--- src/rtl/i2c_regmap_pkg.sv ---
package i2c_regmap_pkg;

    typedef enum logic [2:0] {
        ST_IDLE,
        ST_ADDR,
        ST_AACK,
        ST_SUB,
        ST_WDATA,
        ST_DACK,
        ST_RDATA,
        ST_RACK
    } slv_state_e;

    typedef struct packed {
        logic scl_rise;
        logic scl_fall;
        logic start;
        logic stop;
        logic scl;
        logic sda;
    } bus_evt_t;

endpackage

--- src/rtl/i2c_line_filter.sv ---
module i2c_line_filter #(
    parameter int FILT_LEN = 3,
    localparam int CW = $clog2(FILT_LEN + 1)
) (
    input  logic clk,
    input  logic rst_n,
    input  logic line_i,
    output logic line_o
);

    typedef struct packed {
        logic [1:0]    sync;
        logic          filt;
        logic [CW-1:0] cnt;
    } filt_t;

    filt_t d, q;

    always_comb begin
        d      = q;
        d.sync = {q.sync[0], line_i};
        if (q.sync[1] == q.filt) begin
            d.cnt = '0;
        end else if (q.cnt == CW'(FILT_LEN - 1)) begin
            d.filt = q.sync[1];
            d.cnt  = '0;
        end else begin
            d.cnt = q.cnt + CW'(1);
        end
    end

    always_ff @(posedge clk or negedge rst_n) begin
        if (!rst_n) begin
            q <= '{sync: 2'b11, filt: 1'b1, cnt: '0};
        end else begin
            q <= d;
        end
    end

    assign line_o = q.filt;


    filt_hold_chk: assert property (@(posedge clk) disable iff (!rst_n)
        !$stable(q.filt) |-> (q.filt == $past(q.sync[1])));

endmodule

--- src/rtl/i2c_bus_cond.sv ---
module i2c_bus_cond
    import i2c_regmap_pkg::*;
(
    input  logic     clk,
    input  logic     rst_n,
    input  logic     scl_f,
    input  logic     sda_f,
    output bus_evt_t evt
);

    typedef struct packed {
        logic scl;
        logic sda;
    } prev_t;

    prev_t d, q;

    always_comb begin
        d.scl = scl_f;
        d.sda = sda_f;
    end

    always_ff @(posedge clk or negedge rst_n) begin
        if (!rst_n) begin
            q <= '{scl: 1'b1, sda: 1'b1};
        end else begin
            q <= d;
        end
    end

    always_comb begin
        evt.scl      = scl_f;
        evt.sda      = sda_f;
        evt.scl_rise = scl_f & ~q.scl;
        evt.scl_fall = ~scl_f & q.scl;
        evt.start    = scl_f & q.scl & q.sda & ~sda_f;
        evt.stop     = scl_f & q.scl & ~q.sda & sda_f;
    end

endmodule

--- src/rtl/i2c_regbank.sv ---
module i2c_regbank #(
    parameter int NUM_REGS = 12,
    localparam int AW = (NUM_REGS > 1) ? $clog2(NUM_REGS) : 1
) (
    input  logic          clk,
    input  logic          rst_n,
    input  logic          we,
    input  logic [AW-1:0] waddr,
    input  logic [7:0]    wdata,
    input  logic [AW-1:0] raddr,
    output logic [7:0]    rdata
);

    logic [7:0] regs_d [NUM_REGS];
    logic [7:0] regs_q [NUM_REGS];

    always_comb begin
        regs_d = regs_q;
        if (we && (int'(waddr) < NUM_REGS)) begin
            regs_d[waddr] = wdata;
        end
    end

    always_ff @(posedge clk or negedge rst_n) begin
        if (!rst_n) begin
            for (int i = 0; i < NUM_REGS; i++) begin
                regs_q[i] <= 8'h00;
            end
        end else begin
            regs_q <= regs_d;
        end
    end

    assign rdata = (int'(raddr) < NUM_REGS) ? regs_q[raddr] : 8'h00;


    wr_range_chk: assert property (@(posedge clk) disable iff (!rst_n)
        we |-> (int'(waddr) < NUM_REGS));


    rd_range_chk: assert property (@(posedge clk) disable iff (!rst_n)
        int'(raddr) < NUM_REGS);

endmodule

--- src/rtl/i2c_slave_fsm.sv ---
module i2c_slave_fsm
    import i2c_regmap_pkg::*;
#(
    parameter int         NUM_REGS = 12,
    parameter logic [6:0] DEV_ADDR = 7'h3C,
    localparam int AW = (NUM_REGS > 1) ? $clog2(NUM_REGS) : 1,
    localparam int PW = $clog2(NUM_REGS + 1)
) (
    input  logic          clk,
    input  logic          rst_n,
    input  bus_evt_t      evt,
    input  logic [7:0]    rd_data,
    output logic [AW-1:0] rd_idx,
    output logic          sda_oe,
    output logic          we,
    output logic [AW-1:0] waddr,
    output logic [7:0]    wdata
);

    typedef struct packed {
        slv_state_e    st;
        logic [3:0]    cnt;
        logic [7:0]    sr;
        logic [7:0]    tx;
        logic [PW-1:0] ptr;
        logic          rw;
        logic          mack;
        logic          oe;
        logic          we;
        logic [AW-1:0] waddr;
        logic [7:0]    wdata;
    } fsm_t;

    fsm_t d, q;

    always_comb begin
        d    = q;
        d.we = 1'b0;
        if (evt.stop) begin
            d.st = ST_IDLE;
            d.oe = 1'b0;
        end else if (evt.start) begin
            d.st  = ST_ADDR;
            d.cnt = '0;
            d.oe  = 1'b0;
        end else begin
            unique case (q.st)
                ST_ADDR, ST_SUB, ST_WDATA: begin
                    if (evt.scl_rise && (q.cnt < 4'd8)) begin
                        d.sr  = {q.sr[6:0], evt.sda};
                        d.cnt = q.cnt + 4'd1;
                    end else if (evt.scl_fall && (q.cnt == 4'd8)) begin
                        d.st = ST_IDLE;
                        if (q.st == ST_ADDR) begin
                            if (q.sr[7:1] == DEV_ADDR) begin
                                d.rw = q.sr[0];
                                d.oe = 1'b1;
                                d.st = ST_AACK;
                            end
                        end else if (q.st == ST_SUB) begin
                            if (int'(q.sr) < NUM_REGS) begin
                                d.ptr = q.sr[PW-1:0];
                                d.oe  = 1'b1;
                                d.st  = ST_DACK;
                            end
                        end else begin
                            if (int'(q.ptr) < NUM_REGS) begin
                                d.we    = 1'b1;
                                d.waddr = q.ptr[AW-1:0];
                                d.wdata = q.sr;
                                d.ptr   = q.ptr + PW'(1);
                                d.oe    = 1'b1;
                                d.st    = ST_DACK;
                            end
                        end
                    end
                end
                ST_AACK: begin
                    if (evt.scl_fall) begin
                        d.cnt = '0;
                        if (q.rw) begin
                            d.tx = rd_data;
                            d.oe = ~rd_data[7];
                            d.st = ST_RDATA;
                        end else begin
                            d.oe = 1'b0;
                            d.st = ST_SUB;
                        end
                    end
                end
                ST_DACK: begin
                    if (evt.scl_fall) begin
                        d.cnt = '0;
                        d.oe  = 1'b0;
                        d.st  = ST_WDATA;
                    end
                end
                ST_RDATA: begin
                    if (evt.scl_rise) begin
                        d.cnt = q.cnt + 4'd1;
                    end else if (evt.scl_fall) begin
                        if (q.cnt == 4'd8) begin
                            d.oe  = 1'b0;
                            d.cnt = '0;
                            d.st  = ST_RACK;
                        end else begin
                            d.tx = {q.tx[6:0], 1'b0};
                            d.oe = ~q.tx[6];
                        end
                    end
                end
                ST_RACK: begin
                    if (evt.scl_rise) begin
                        d.mack = evt.sda;
                        if (!evt.sda) begin
                            d.ptr = (int'(q.ptr) >= NUM_REGS - 1) ?
                                    PW'(NUM_REGS - 1) : q.ptr + PW'(1);
                        end
                    end else if (evt.scl_fall) begin
                        if (!q.mack) begin
                            d.tx  = rd_data;
                            d.oe  = ~rd_data[7];
                            d.cnt = '0;
                            d.st  = ST_RDATA;
                        end else begin
                            d.oe = 1'b0;
                            d.st = ST_IDLE;
                        end
                    end
                end
                default: begin
                    d.oe = 1'b0;
                end
            endcase
        end
    end

    always_ff @(posedge clk or negedge rst_n) begin
        if (!rst_n) begin
            q <= '{st: ST_IDLE, cnt: '0, sr: '0, tx: '0, ptr: '0, rw: 1'b0,
                   mack: 1'b1, oe: 1'b0, we: 1'b0, waddr: '0, wdata: '0};
        end else begin
            q <= d;
        end
    end

    assign rd_idx = (int'(q.ptr) >= NUM_REGS) ? AW'(NUM_REGS - 1) : q.ptr[AW-1:0];
    assign sda_oe = q.oe;
    assign we     = q.we;
    assign waddr  = q.waddr;
    assign wdata  = q.wdata;


    oe_scl_low_chk: assert property (@(posedge clk) disable iff (!rst_n)
        !$stable(q.oe) |-> !evt.scl);


    we_pulse_chk: assert property (@(posedge clk) disable iff (!rst_n)
        q.we |=> !q.we);


    stop_idle_chk: assert property (@(posedge clk) disable iff (!rst_n)
        evt.stop |=> (q.st == ST_IDLE && !q.oe));


    start_addr_chk: assert property (@(posedge clk) disable iff (!rst_n)
        evt.start |=> (q.st == ST_ADDR && q.cnt == 4'd0 && !q.oe));

endmodule

--- src/rtl/i2c_regmap_slave.sv ---
module i2c_regmap_slave
    import i2c_regmap_pkg::*;
#(
    parameter int         NUM_REGS = 12,
    parameter logic [6:0] DEV_ADDR = 7'h3C,
    parameter int         FILT_LEN = 3,
    localparam int AW = (NUM_REGS > 1) ? $clog2(NUM_REGS) : 1
) (
    input  logic          clk,
    input  logic          rst_n,
    input  logic          scl_i,
    input  logic          sda_i,
    output logic          sda_oe,
    output logic          reg_we,
    output logic [AW-1:0] reg_addr,
    output logic [7:0]    reg_wdata
);

    localparam int NLINES = 2;

    logic [NLINES-1:0] raw_lines;
    logic [NLINES-1:0] clean_lines;
    bus_evt_t          evt;
    logic [7:0]        rd_data;
    logic [AW-1:0]     rd_idx;

    assign raw_lines = {scl_i, sda_i};

    for (genvar g = 0; g < NLINES; g++) begin : g_filt
        i2c_line_filter #(.FILT_LEN(FILT_LEN)) i_filt (
            .clk    (clk),
            .rst_n  (rst_n),
            .line_i (raw_lines[g]),
            .line_o (clean_lines[g])
        );
    end

    i2c_bus_cond i_cond (
        .clk   (clk),
        .rst_n (rst_n),
        .scl_f (clean_lines[1]),
        .sda_f (clean_lines[0]),
        .evt   (evt)
    );

    i2c_slave_fsm #(.NUM_REGS(NUM_REGS), .DEV_ADDR(DEV_ADDR)) i_fsm (
        .clk     (clk),
        .rst_n   (rst_n),
        .evt     (evt),
        .rd_data (rd_data),
        .rd_idx  (rd_idx),
        .sda_oe  (sda_oe),
        .we      (reg_we),
        .waddr   (reg_addr),
        .wdata   (reg_wdata)
    );

    i2c_regbank #(.NUM_REGS(NUM_REGS)) i_bank (
        .clk   (clk),
        .rst_n (rst_n),
        .we    (reg_we),
        .waddr (reg_addr),
        .wdata (reg_wdata),
        .raddr (rd_idx),
        .rdata (rd_data)
    );

endmodule

--- config.mk ---
export PLATFORM = sky130hd
export DESIGN_NAME = i2c_regmap_slave
export DESIGN_NICKNAME = d
export VERILOG_FILES = /design/src/rtl/i2c_regmap_pkg.sv /design/src/rtl/i2c_line_filter.sv /design/src/rtl/i2c_bus_cond.sv /design/src/rtl/i2c_regbank.sv /design/src/rtl/i2c_slave_fsm.sv /design/src/rtl/i2c_regmap_slave.sv
export SDC_FILE = /design/constraint.sdc
export NUM_CORES = 1
export LEC_CHECK = 0
export ABC_AREA = 1
export BUFFER_PORTS_ARGS = -buffer_cell sky130_fd_sc_hd__buf_2
export CAP_MARGIN = 5
export CORE_MARGIN = 2
export CORE_UTILIZATION = 45
export DETAILED_ROUTE_END_ITERATION = 10
export GPL_TIMING_DRIVEN = 0
export PLACE_DENSITY = 0.64
export SYNTH_ARGS = -nofsm -noshare
export SYNTH_HDL_FRONTEND = slang
export SYNTH_SLANG_ARGS = --single-unit
--- constraint.sdc ---
create_clock -name clk -period 1.9 [get_ports clk]
set_input_delay 0.19 -clock clk [delete_from_list [all_inputs] [get_ports clk]]
set_output_delay 0.19 -clock clk [all_outputs]
set_load 0.02 [all_outputs]
[Word-level counts from Yosys, hierarchy flattened]
Cells that the tools add are included.
Storage, ports and cells
  register bits: 150
  output and inout port bits: 14
  bits of input ports: 4
  logic and storage cells: 214
Cells by class
  magnitude comparators: 10
  reduce and logical (&&, ||, !) cells: 20
  $add $sub $neg: 4
  bitwise gates (word level): 22
  muxes and demuxes: 79
  equal/unequal tests: 48
Operators by type and width (count)
  $mux W7: 15
  $bwmux W96: 1
  $mux W13: 5
  $mux W14: 3
  $mux W4: 10
  $pmux W7 S5: 1
  $bmux W8 S4: 1
  $demux W8 S4: 1
  $mux W8: 4
  $mux W3: 10
  $reduce_and A10 Y1: 3
  $ne A4 B3 Y1 const B: 6
  $reduce_and A11 Y1: 2
  $pmux W7 S3: 1
  $mux W1: 17
  $lt A4 B4 Y1 const B: 4
  $ne A2 B2 Y1 const B: 7
  $not A1 Y1: 13
  $eq A3 B3 Y1 const B: 4
  $mux W12: 1
  $ne A2 B1 Y1 const B: 6
  $ne A3 B2 Y1 const B: 4
  $ne A4 B4 Y1 const B: 3
  $ge A5 B5 Y1 const B: 2
  other kinds (33): 59

[Depth between registers and ports, before layout]
Gate-level depths: netlist (run 1).
  depth after elaboration: 14
  depth in mapped cells: 13
  gate-level depth less buffers: 13

[By module]
From an unflattened synthesis (run 1), not the netlist that was laid out.
Second synthesis, totals
  cell total of the unflattened synthesis: 980
  area total of the unflattened synthesis: 7753.7 sq um
By module, submodules not included
  i2c_regbank: area each 4500.6 sq um, cells an instance 554, instances 1, seq. area each 2402.3 sq um
  i2c_slave_fsm: area each 2763.9 sq um, cells an instance 369, instances 1, seq. area each 1052.3 sq um
  i2c_line_filter: area each 190.2 sq um, cells an instance 21, instances 2, seq. area each 128.9 sq um
  i2c_bus_cond: area each 108.9 sq um, cells an instance 15, instances 1, seq. area each 52.6 sq um

[Least setup slack after synthesis (run 1)]
No wires, ideal clock.
  path kind: register to register
  from: register i_fsm.q[36] (netlist bit)
  to: register i_fsm.q[40] (netlist bit)
  stages on the path, launching flop included: 14
  data arrival time: 1.421 ns
  library setup time: 0.117 ns
  clock period less this slack: 1.538 ns
  path slack: 0.362 ns
  cell sequence: dfrtp_1 inv_1 ha_1 nand2_1 nor2_1 nand2_2 nand2_2 nand2_1 nor2_2 nand2_2 nand2_2 inv_2 nand2_1 nand2_1
Between the ends
  cells in the longest elaborated chain, start to end: 4
  elaborated cells between the ends (all ways): 8
  classes of those cells: order compare: 1; eq/ne: 4; reduce/logical: 3
RTL lines
  start: declaration: RTL line i2c_slave_fsm.sv:34  | fsm_t d, q;
  start signal: assignment: RTL line i2c_slave_fsm.sv:140  | q <= '{st: ST_IDLE, cnt: '0, sr: '0, tx: '0, ptr: '0, rw: 1'b0,
  $lt A4 B4 Y1 or $eq A4 B4 Y1 (tied branches): RTL line i2c_slave_fsm.sv:49, i2c_slave_fsm.sv:52, i2c_slave_fsm.sv:102
  $logic_and A1 B1 Y1, on equally long branches: RTL line i2c_slave_fsm.sv:49, i2c_slave_fsm.sv:52
  $ne A4 B4 Y1 (no source line) or $ne A4 B3 Y1 (tied branches)
  $reduce_and A10 Y1 (no source line) *
Mark *: on every way between the ends. The rest lies on a longest branch, timed or not.
A chain may end at the register's enable or synchronous reset.

[Final worst setup path (run 1)]
  from: register i_fsm.q[16] (netlist bit)
  to: register i_fsm.q[24] (netlist bit)
Between the ends
  cells in the longest elaborated chain, start to end: 11
  elaborated cells between the ends (all ways): 14
  classes of those cells: order compare: 2; mux: 11; bitwise: 1
RTL lines
  $ge A4 B4 Y1: RTL line i2c_slave_fsm.sv:147  | assign rd_idx = (int'(q.ptr) >= NUM_REGS) ? AW'(NUM_REGS - 1) : q.ptr[AW-1:0];
  $mux W4 *: RTL line i2c_slave_fsm.sv:147
  $not A4 Y5 (implied by the code): RTL line i2c_regbank.sv:34  | assign rdata = (int'(raddr) < NUM_REGS) ? regs_q[raddr] : 8'h00;
  $bmux W8 S4: RTL line i2c_regbank.sv:34
  $mux W8 (implied by the code) (2 in series): RTL line i2c_regbank.sv:34
  $mux W8 *: RTL line i2c_regbank.sv:34
  $mux W7: RTL line i2c_slave_fsm.sv:120  | if (!q.mack) begin
  $mux W7: RTL line i2c_slave_fsm.sv:119  | end else if (evt.scl_fall) begin
  $mux W7: RTL line i2c_slave_fsm.sv:113  | if (evt.scl_rise) begin
  $pmux W7 S3 *: RTL line i2c_slave_fsm.sv:47  | unique case (q.st)
Mark *: on every way between the ends. The rest lies on a longest branch, timed or not. The select of a mux whose other input is x is not followed.

==> metrics.yaml, run 1 <==
routing:
  drc: 0
  wl_microns: 20000
  first_pass_iters: 7
  ant_nets: 0
  vias: 6289
  drt_iter0_markers: 696
  via_per_inst: 5.33
  wl_per_cell_microns: 17.0
die:
  die_w_microns: 132
  start_util: 0.461
  die_area_sq_um: 17300
  core_sq_um: 15900
  rows: 46
  io_pins: 18
  fp.dieH_microns: 132
grt:
  grt_pass1_vias: 5794
  grtUsageTotal: 0.243
  antenna_found_initial: 0
  overflow: 0
  grt_start_max_net_pins: 92
  grt_pass1_wl_microns: 32400
logic_synthesis:
  avgSynthCellArea_sq_um: 8.03
  synth_fp_nets: 920
  synth_edf_count: 0
  synth.most_common_cell: "nand2_1"
  ys_seq_area_frac: 0.514
  synth_cells: 913
  async_flop_share: 1.00
  ys_ff_latch: 150
  ys_top_cells_by_area: "dfrtp_1, nand2_1, o21ai_0"
  yosysWarnings: 0
  netlist_area_sq_um: 7330
  yosys.area.top_type: "dfrtp_1"
  yosys.area.top_type_share: 0.481
  yosys_most_used_dff: "dfrtp_1"
  ys_top_cells_by_count: "nand2_1, dfrtp_1, o21ai_0"
  yosys.cell_types.count: 34
worst_setup_path:
  cp-end-kind: "register"
  crit_type: "reg2reg"
  startpoint_type: "register"
  path_common_cell: "buf_6"
  critical_path_peak_fanout: 10
  cp.arrival_ns: 2.19
  critPathRequiredTime_ns: 2.27
  crit_chain: "inv_4 -> nand2_2 -> inv_2 -> buf_6 -> buf_6 -> nor2_1 -> o211ai_1 -> nand3_1 -> nand2_1"
  max_stage_delay_ns: 0.49
  cp_slowest_cell: "dfrtp_2"
clock_tree:
  insertion_delay_ns: 0.43
  numCtsBuffers: 17
  clkTransAtPathRegs_ns: 0.06
  cts_tree: "built"
  clock_path_buffers: 2
  cts_htree_levels: 4
  cts.sinks: 150
  cts-root-buf: "clkbuf_16"
place:
  dp.cells: 1147
  hpwl_microns: 13900
  place_ws_ns: -0.0651
  place_area_sq_um: 7720
  portBuffers: 17
  gp_congestion: 0.910
power_and_ir_drop:
  p_sw_w: 0.00272
  comb_power_share: 0.205
  cellInternalPower_w: 0.00577
  sw_frac_of_total: 0.320
  power_density_nw_per_um2: 1020
  power.leakage_nw: 3.84
  p_seq_frac: 0.427
  ir_worst_vdd_mv: 0.571
  finalPower_w: 0.00848
  clockPowerShare: 0.369
sta:
  maxSlewHeadroom: 0.554
  period_needed_ns: 1.82
  slew_viol_final: 0
  setup_viol: 0
  hold_viol: 0
  fmax_ghz: 0.550
  period_share: 0.956
  fin_ws_ns: 0.0831
  worst_pin_slew_ns: 0.669
  finClkSkew_ns: 0.00709
finish:
  final_nets: 961
  areaGrowthSynthToFinish_pct: 13.8
  num_antenna_cells: 0
  drive_gt1_frac: 0.145
  fin_area_sq_um: 8340
  final_cells: 1181
job:
  drv_cap: 0
hold_path:
  min_path_type: "in2async"
status:
  status: "finished, final reports clean"
[worst paths after layout]
kind	endpoint	startpoint	cells after the start	slack (ns)
hold reg to reg	g_filt[0].i_filt.q[4]	g_filt[0].i_filt.d[4]	0	0.36
max in group asynchronous	i_cond.q[1]	rst_n	3	0.73
setup / recovery	i_fsm.q[24]	i_fsm.q[16]	9	0.08
setup reg to reg	i_fsm.q[24]	i_fsm.q[16]	9	0.08
hold / removal	i_bank.regs_q[35]	rst_n	2	0.29
min in group clk	g_filt[0].i_filt.q[4]	g_filt[0].i_filt.d[4]	0	0.36
[cell families after synthesis]
family	synth area share
compound gates	0.135
xor+xnor	0.00598
flops	0.514
simple gates	0.260
buf+inv	0.0789
fa+ha+maj	0.00512
mux	0.00137
[flip-flops by register name, indices dropped and copies added, names as in the netlist]
signal and cells:
i_fsm.sda_oe 1, i_cond.q 2, i_fsm.wdata 8, i_fsm.waddr 4, i_fsm.q 28, g_filt.i_filt.q 6, i_bank.regs_q 96, g_filt.i_filt.d 2
g_filt.i_filt.line_o 2, i_fsm.we 1
[stage by stage]
step / hold slack [ns] / util / TNS, ns
finish: 0.290 / 0.525 / 0
global route: 0.341 / 0.525 / -0.00577
CTS: 0.311 / 0.521 / 0
detailed placement: 0.201 / 0.486 / -0.0849
global placement: 0.294 / 0.484 / -233.73
floorplan: -0.106 / - / 0
[per-layer routing]
metal | vias up | global-route usage | share of wire
li1 | 3045 | - | -
met1 | 2996 | 0.370 | 0.48
met2 | 204 | 0.339 | 0.43
met3 | 44 | 0.0405 | 0.063
met4 | 0 | 0.104 | 0.027
met5 | - | 0 | 0
[power groups by stage]
| stage | sequential, W | combinational (W) | clock, W |
|---|---|---|---|
| 6_report | 0.00362 | 0.00174 | 0.00313 |
| 5_1_grt | 0.00365 | 0.00197 | 0.00332 |
| 4_1_cts | 0.00362 | 0.00169 | 0.00316 |
| 3_5_place_dp | 0.00367 | 0.00167 | 0 |
| 3_3_place_gp | 0.00367 | 0.00165 | 0 |
| 2_1_floorplan | 0.00362 | 0.00125 | 0 |
[final cells by class]
type	instances	area (sq um)
fillers	1571	7540
plain buffers	48	292
clock inverters	9	81.3
multi-input cells	636	3030
inverters	79	299
well taps	216	270
clock buffers	21	450
flip-flops and latches	150	3770
repair buffers	22	156
[what timing repair did]
| action | in CTS | in global routing |
|---|---|---|
| endpoints found under the setup margin | 3 | 30 |
| endpoints found under the hold margin | 61 | 0 |
| hold buffers | 3 | 0 |
| pin swaps | 0 | 1 |
| buffers inserted | 0 | 1 |
| resized for setup | 2 | 16 |
[cells in the final DEF, fill, tap and decap left out, types with 2 or more instances in the layout]
cell / count
nor3_2: 2
inv_1: 67
nand4_1: 6
nand2_1: 241
buf_6: 4
inv_2: 11
xor2_1: 2
nand2_8: 2
o21ai_0: 128
clkinv_2: 4
ha_1: 3
nor3_1: 10
xnor2_1: 3
dfrtp_1: 140
nand2_4: 3
buf_4: 17
o21ai_1: 11
o211ai_1: 7
clkbuf_1: 15
clkbuf_16: 17
clkinvlp_4: 3
dfstp_2: 9
dlygate4sd3_1: 3
nand3_2: 2
nand3_1: 71
nor2_2: 8
nor2_1: 70
nand2_2: 11
clkbuf_4: 3
clkbuf_2: 2
buf_2: 28
a21oi_1: 43
nor2_4: 5
[worst max-delay path, delay by kind of cell (launching register included)]
family / cells / cell delay [ns]
buffers and inverters: 4 / 0.57
and+or+nand+nor: 4 / 0.39
DFF: 1 / 0.49
AOI/OAI and AO/OA: 1 / 0.30
(Power assumes the default switching activity.)
==> run 2: changes to the inputs <==
--- a/config.mk
+++ b/config.mk
@@ -8,7 +8,6 @@
 export ABC_AREA = 1
 export BUFFER_PORTS_ARGS = -buffer_cell sky130_fd_sc_hd__buf_2
 export CAP_MARGIN = 5
-export CORE_MARGIN = 2
 export CORE_UTILIZATION = 45
 export DETAILED_ROUTE_END_ITERATION = 10
 export GPL_TIMING_DRIVEN = 0
==> metrics.yaml, run 2 (synthesis results as in run 1) <==
routing:
  wl_met1_microns: 9450
  wl_met3_microns: 1320
  wl_per_cell_microns: 16.8
  route.met2.wl_microns: 8590
  drt_iter0_markers: 574
  wl_microns: 19900
  ant_nets: 0
  drc: 0
  first_pass_iters: 5
  via_per_inst: 5.35
  top_layer: "met4"
  vias: 6326
worst_setup_path:
  crit_end: "i_fsm.q[24]"
  reg2reg_slack_ns: 0.06
  critical_path_peak_fanout: 10
  rr_worst_depth: 9
  startpoint_type: "register"
  cp-end-kind: "register"
  max_stage_delay_ns: 0.49
  crit_type: "reg2reg"
  cp.depth: 9
  rr_startpoint: "i_fsm.q[16]"
  cp_slowest_cell: "dfrtp_2"
  rr_endpoint: "i_fsm.q[24]"
  crit_chain: "inv_4 -> nand2_2 -> inv_2 -> buf_6 -> buf_6 -> o211ai_1 -> o211ai_1 -> nand3_1 -> nand2_1"
  crit_buf_inv: 4
  critPathRequiredTime_ns: 2.23
  crit_start: "i_fsm.q[16]"
  critical-path-top-delay-family: "flip-flops"
  cp.arrival_ns: 2.17
finish:
  fin_area_sq_um: 8400
  drive_gt1_frac: 0.148
  final_cell_mix: "nand2_1, dfrtp_1, o21ai_0"
  num_antenna_cells: 0
  regMostFlops: "i_bank.regs_q"
  fillCellCount: 1555
  largest_reg_flops: 96
  final_cells: 1183
  final_nets: 961
  areaGrowthSynthToFinish_pct: 14.6
  final_common_cell: "nand2_1"
grt:
  overflow: 0
  grt_pass1_wl_microns: 31700
  antenna_found_initial: 0
  grt_start_max_net_pins: 79
  grt_pass1_vias: 5698
  grtUsageTotal: 0.257
place:
  gp_congestion: 0.922
  place_ws_ns: -0.0237
  place_area_sq_um: 7720
  hpwl_microns: 13900
  portBuffers: 17
  dp.cells: 1147
power_and_ir_drop:
  clockPowerShare: 0.398
  power.leakage_nw: 3.91
  ir_worst_vdd_mv: 0.623
  p_seq_frac: 0.410
  p_sw_w: 0.00289
  finalPower_w: 0.00882
  comb_power_share: 0.192
  sw_frac_of_total: 0.328
  cellInternalPower_w: 0.00593
  power_density_nw_per_um2: 1050
sta:
  period_share: 0.969
  rsz0062_at_grt: "false"
  hold-worst-slack_ns: 0.325
  worst_pin_slew_ns: 0.684
  fin_ws_ns: 0.0583
  fmax_ghz: 0.543
  finClkSkew_ns: 0.00747
  setup_viol: 0
  period_needed_ns: 1.84
  hold_viol: 0
  maxSlewHeadroom: 0.544
  slew_viol_final: 0
die:
  io_pins: 18
  start_util: 0.461
  die_area_sq_um: 16800
  die_w_microns: 130
  rows: 46
  core_sq_um: 15900
  fp.dieH_microns: 130
clock_tree:
  cts_tree: "built"
  numCtsBuffers: 17
  insertion_delay_ns: 0.44
  clock_path_buffers: 2
  cts.sinks: 150
  cts-root-buf: "clkbuf_16"
  clkTransAtPathRegs_ns: 0.07
  cts_htree_levels: 4
job:
  drv_cap: 0
status:
  status: "finished, final reports clean"
hold_path:
  min_path_type: "in2async"
## run 2: stage by stage
stage | utilization | setup TNS (ns)
after floorplan | - | 0
after global placement | 0.484 | -231.21
after detailed placement | 0.486 | -0.0237
after CTS | 0.526 | 0
after global routing | 0.529 | 0
final | 0.529 | 0
## run 2: repair_timing
action | 4_1_cts | 5_1_grt
buffers inserted | 0 | 1
hold endpoints to repair | 72 | 0
hold buffers | 3 | 0
setup endpoints to repair | 2 | 24
gates resized for setup | 2 | 11
## run 2: worst register-to-register path, stage by stage (launching register included)
cell,delay (ns)
dfrtp_2,0.49
inv_4,0.11
nand2_2,0.12
inv_2,0.04
buf_6,0.14
buf_6,0.16
o211ai_1,0.28
o211ai_1,0.17
nand3_1,0.15
nand2_1,0.06
## run 2: power by group through the flow
stage / sequential, W / combinational (W) / clock (W)
5_1_grt: 0.00365 / 0.00191 / 0.00368
2_1_floorplan: 0.00362 / 0.00125 / 0
3_5_place_dp: 0.00367 / 0.00166 / 0
3_3_place_gp: 0.00367 / 0.00164 / 0
6_report: 0.00362 / 0.00169 / 0.00351
4_1_cts: 0.00361 / 0.00167 / 0.00355
## run 2: final cells by class
cell class / count / area, sq um / share of cell area
well taps: 216 / 270 / 0.0322
clock buffers: 17 / 425 / 0.0506
clock inverters: 15 / 179 / 0.0213
flip-flops and latches: 150 / 3770 / 0.448
multi-input cells: 636 / 3020 / 0.359
plain buffers: 48 / 288 / 0.0342
repair buffers: 22 / 156 / 0.0186
inverters: 79 / 299 / 0.0356
## run 2: worst min-delay path by stage
| stage | start | end | slack (ns) | cells past startpoint |
|---|---|---|---|---|
| floorplan | rst_n | g_filt[0].i_filt.q[0] | -0.11 | 0 |
| global placement | scl_i | g_filt[1].i_filt.d[4] | 0.30 | 1 |
| detailed placement | rst_n | g_filt[1].i_filt.q[0] | 0.25 | 1 |
| CTS | rst_n | g_filt[1].i_filt.q[0] | 0.36 | 2 |
| global route | g_filt[1].i_filt.d[4] | g_filt[1].i_filt.q[4] | 0.36 | 0 |
| finish | rst_n | g_filt[1].i_filt.q[0] | 0.32 | 2 |
## run 2: layer usage
layer  vias up  track usage
li1       3051            -
met1      3000        0.381
met2       242        0.366
met3        33       0.0524
met4         0        0.106
met5         -            0
==> run 3: changes to the inputs <==
--- a/config.mk
+++ b/config.mk
@@ -11,6 +11,7 @@
 export CORE_UTILIZATION = 45
 export DETAILED_ROUTE_END_ITERATION = 10
 export GPL_TIMING_DRIVEN = 0
+export HOLD_SLACK_MARGIN = 0.05
 export PLACE_DENSITY = 0.64
 export SYNTH_ARGS = -nofsm -noshare
 export SYNTH_HDL_FRONTEND = slang
==> constraint.sdc (replaced) <==
create_clock -name clk -period 2.07 [get_ports clk]
set_input_delay 0.207 -clock clk [delete_from_list [all_inputs] [get_ports clk]]
set_output_delay 0.207 -clock clk [all_outputs]
set_load 0.02 [all_outputs]
==> metrics.yaml, run 3 (synthesis results as in run 1) <==
clock_tree:
  cts_htree_levels: 4
  clock_path_buffers: 2
  cts-root-buf: "clkbuf_16"
  cts.sinks: 150
  clkTransAtPathRegs_ns: 0.07
  cts_tree: "built"
  insertion_delay_ns: 0.44
  numCtsBuffers: 17
worst_setup_path:
  cp_slowest_cell: "dfrtp_1"
  max_stage_delay_ns: 0.32
  crit_chain: "buf_4 -> nand2_4 -> nand2_4 -> buf_2 -> o21ai_0 -> a21oi_1 -> nor2_1 -> nor2_1 -> nand3_1 -> nand2_1"
  cp-end-kind: "register"
  crit_type: "reg2reg"
  critical_path_peak_fanout: 10
  cp.arrival_ns: 2.26
  critPathRequiredTime_ns: 2.44
  startpoint_type: "register"
  rr_worst_depth: 10
sta:
  worst_pin_slew_ns: 0.687
  hold-worst-slack_ns: 0.355
  maxSlewHeadroom: 0.542
  rsz0062_at_grt: "false"
  finClkSkew_ns: 0.0103
  period_share: 0.912
  slew_viol_final: 0
  hold_viol: 0
  setup_viol: 0
  fmax_ghz: 0.530
  period_needed_ns: 1.89
finish:
  final_util: 0.526
  num_antenna_cells: 0
  largest_reg_flops: 96
  drive_gt1_frac: 0.142
  final_common_cell: "nand2_1"
  final_cell_mix: "nand2_1, dfrtp_1, o21ai_0"
  final_cells: 1182
  final_nets: 960
  regMostFlops: "i_bank.regs_q"
  fillCellCount: 1561
  areaGrowthSynthToFinish_pct: 14.0
grt:
  grtUsageMet2: 0.365
  grt-busiest-layer: "met1"
  grt_start_max_net_pins: 79
  overflow: 0
  grt_pass1_wl_microns: 31700
  grtUsageTotal: 0.257
  use_met3: 0.0528
  met1_usage: 0.381
  antenna_found_initial: 0
  grt_pass1_vias: 5701
routing:
  wl_microns: 19800
  via_per_inst: 5.29
  drc: 0
  drt_iter0_markers: 678
  first_pass_iters: 5
  vias: 6257
  wl_per_cell_microns: 16.7
  ant_nets: 0
die:
  die_w_microns: 130
  io_pins: 18
  fp.dieH_microns: 130
  start_util: 0.461
  die_area_sq_um: 16800
  core_sq_um: 15900
  rows: 46
status:
  status: "finished, final reports clean"
power_and_ir_drop:
  power.leakage_nw: 3.87
  ir_worst_vdd_mv: 0.555
  power_density_nw_per_um2: 966
place:
  gp_congestion: 0.922
  dp.cells: 1147
  portBuffers: 17
  hpwl_microns: 13900
job:
  drv_cap: 0
hold_path:
  min_path_type: "in2async"
==> run 3: changes by cell type in the layout (fill, tap and decap cells not counted), moves of 2 or more <==
cell	delta
nor2_1	+4
nor2_2	-3
buf_2	+2
clkbuf_4	-2
nor3_2	+2
nor3_4	-2
==> run 3: metrics by stage <==
step	TNS (ns)	setup slack, ns	cell area, sq um	total power [W]
floorplan	0	0.532	7330	0.00447
detailed placement	0	0.146	7720	0.00489
global placement	-208.21	-1.45	7680	0.00487
global route	0	0.0814	8360	0.00846
CTS	0	0.134	8350	0.00811
finish	0	0.183	8360	0.00807
==> run 3: final timing paths <==
check,startpoint,endpoint,slack (ns)
setup / recovery,i_fsm.q[18],i_fsm.q[23],0.18
hold / removal,rst_n,g_filt[1].i_filt.q[0],0.35
setup reg to reg,i_fsm.q[18],i_fsm.q[23],0.18
hold reg to reg,g_filt[1].i_filt.d[4],g_filt[1].i_filt.q[4],0.36
max in group asynchronous,rst_n,g_filt[0].i_filt.q[4],0.89
min in group clk,g_filt[1].i_filt.d[4],g_filt[1].i_filt.q[4],0.36
==> run 3: cell type report <==
type                       count  area, sq um  share of cell area
tap                          216          270              0.0323
clock buffer                  17          425              0.0509
clock inverter                15          179              0.0214
sequential                   150         3770               0.451
multi-input combinational    636         2990               0.357
buffer                        48          283              0.0338
inverter                      79          297              0.0355
timing repair buffer          21          149              0.0178
==> run 3: report_power, final <==
part           internal (W)  switching, W  total (W)
Clock               0.00183       0.00139    0.00322
Combinational      0.000461       0.00107    0.00154
Sequential          0.00315      0.000172    0.00332
==> run 3: routing by layer <==
metal | vias to the layer above | wire [microns] | part of all wire
met2 | 241 | 8420 | 0.43
met3 | 38 | 1330 | 0.067
met5 | - | 0 | 0
li1 | 3048 | - | -
met1 | 2930 | 9430 | 0.48
met4 | 0 | 591 | 0.030
==> run 3: critical path, delay by kind of cell (launching register included) <==
family                 cells  cell delay, ns
AND/OR/NAND/NOR            6            0.67
buffers and inverters      2            0.45
AO/OA/AOI/OAI              2            0.38
flip-flops                 1            0.32
==> run 3: repair_timing <==
action / CTS / global route
gates resized for setup: 0 / 3
buffers inserted: 0 / 0
hold buffers: 3 / 0
setup endpoints to repair: 0 / 3
hold endpoints to repair: 72 / 0
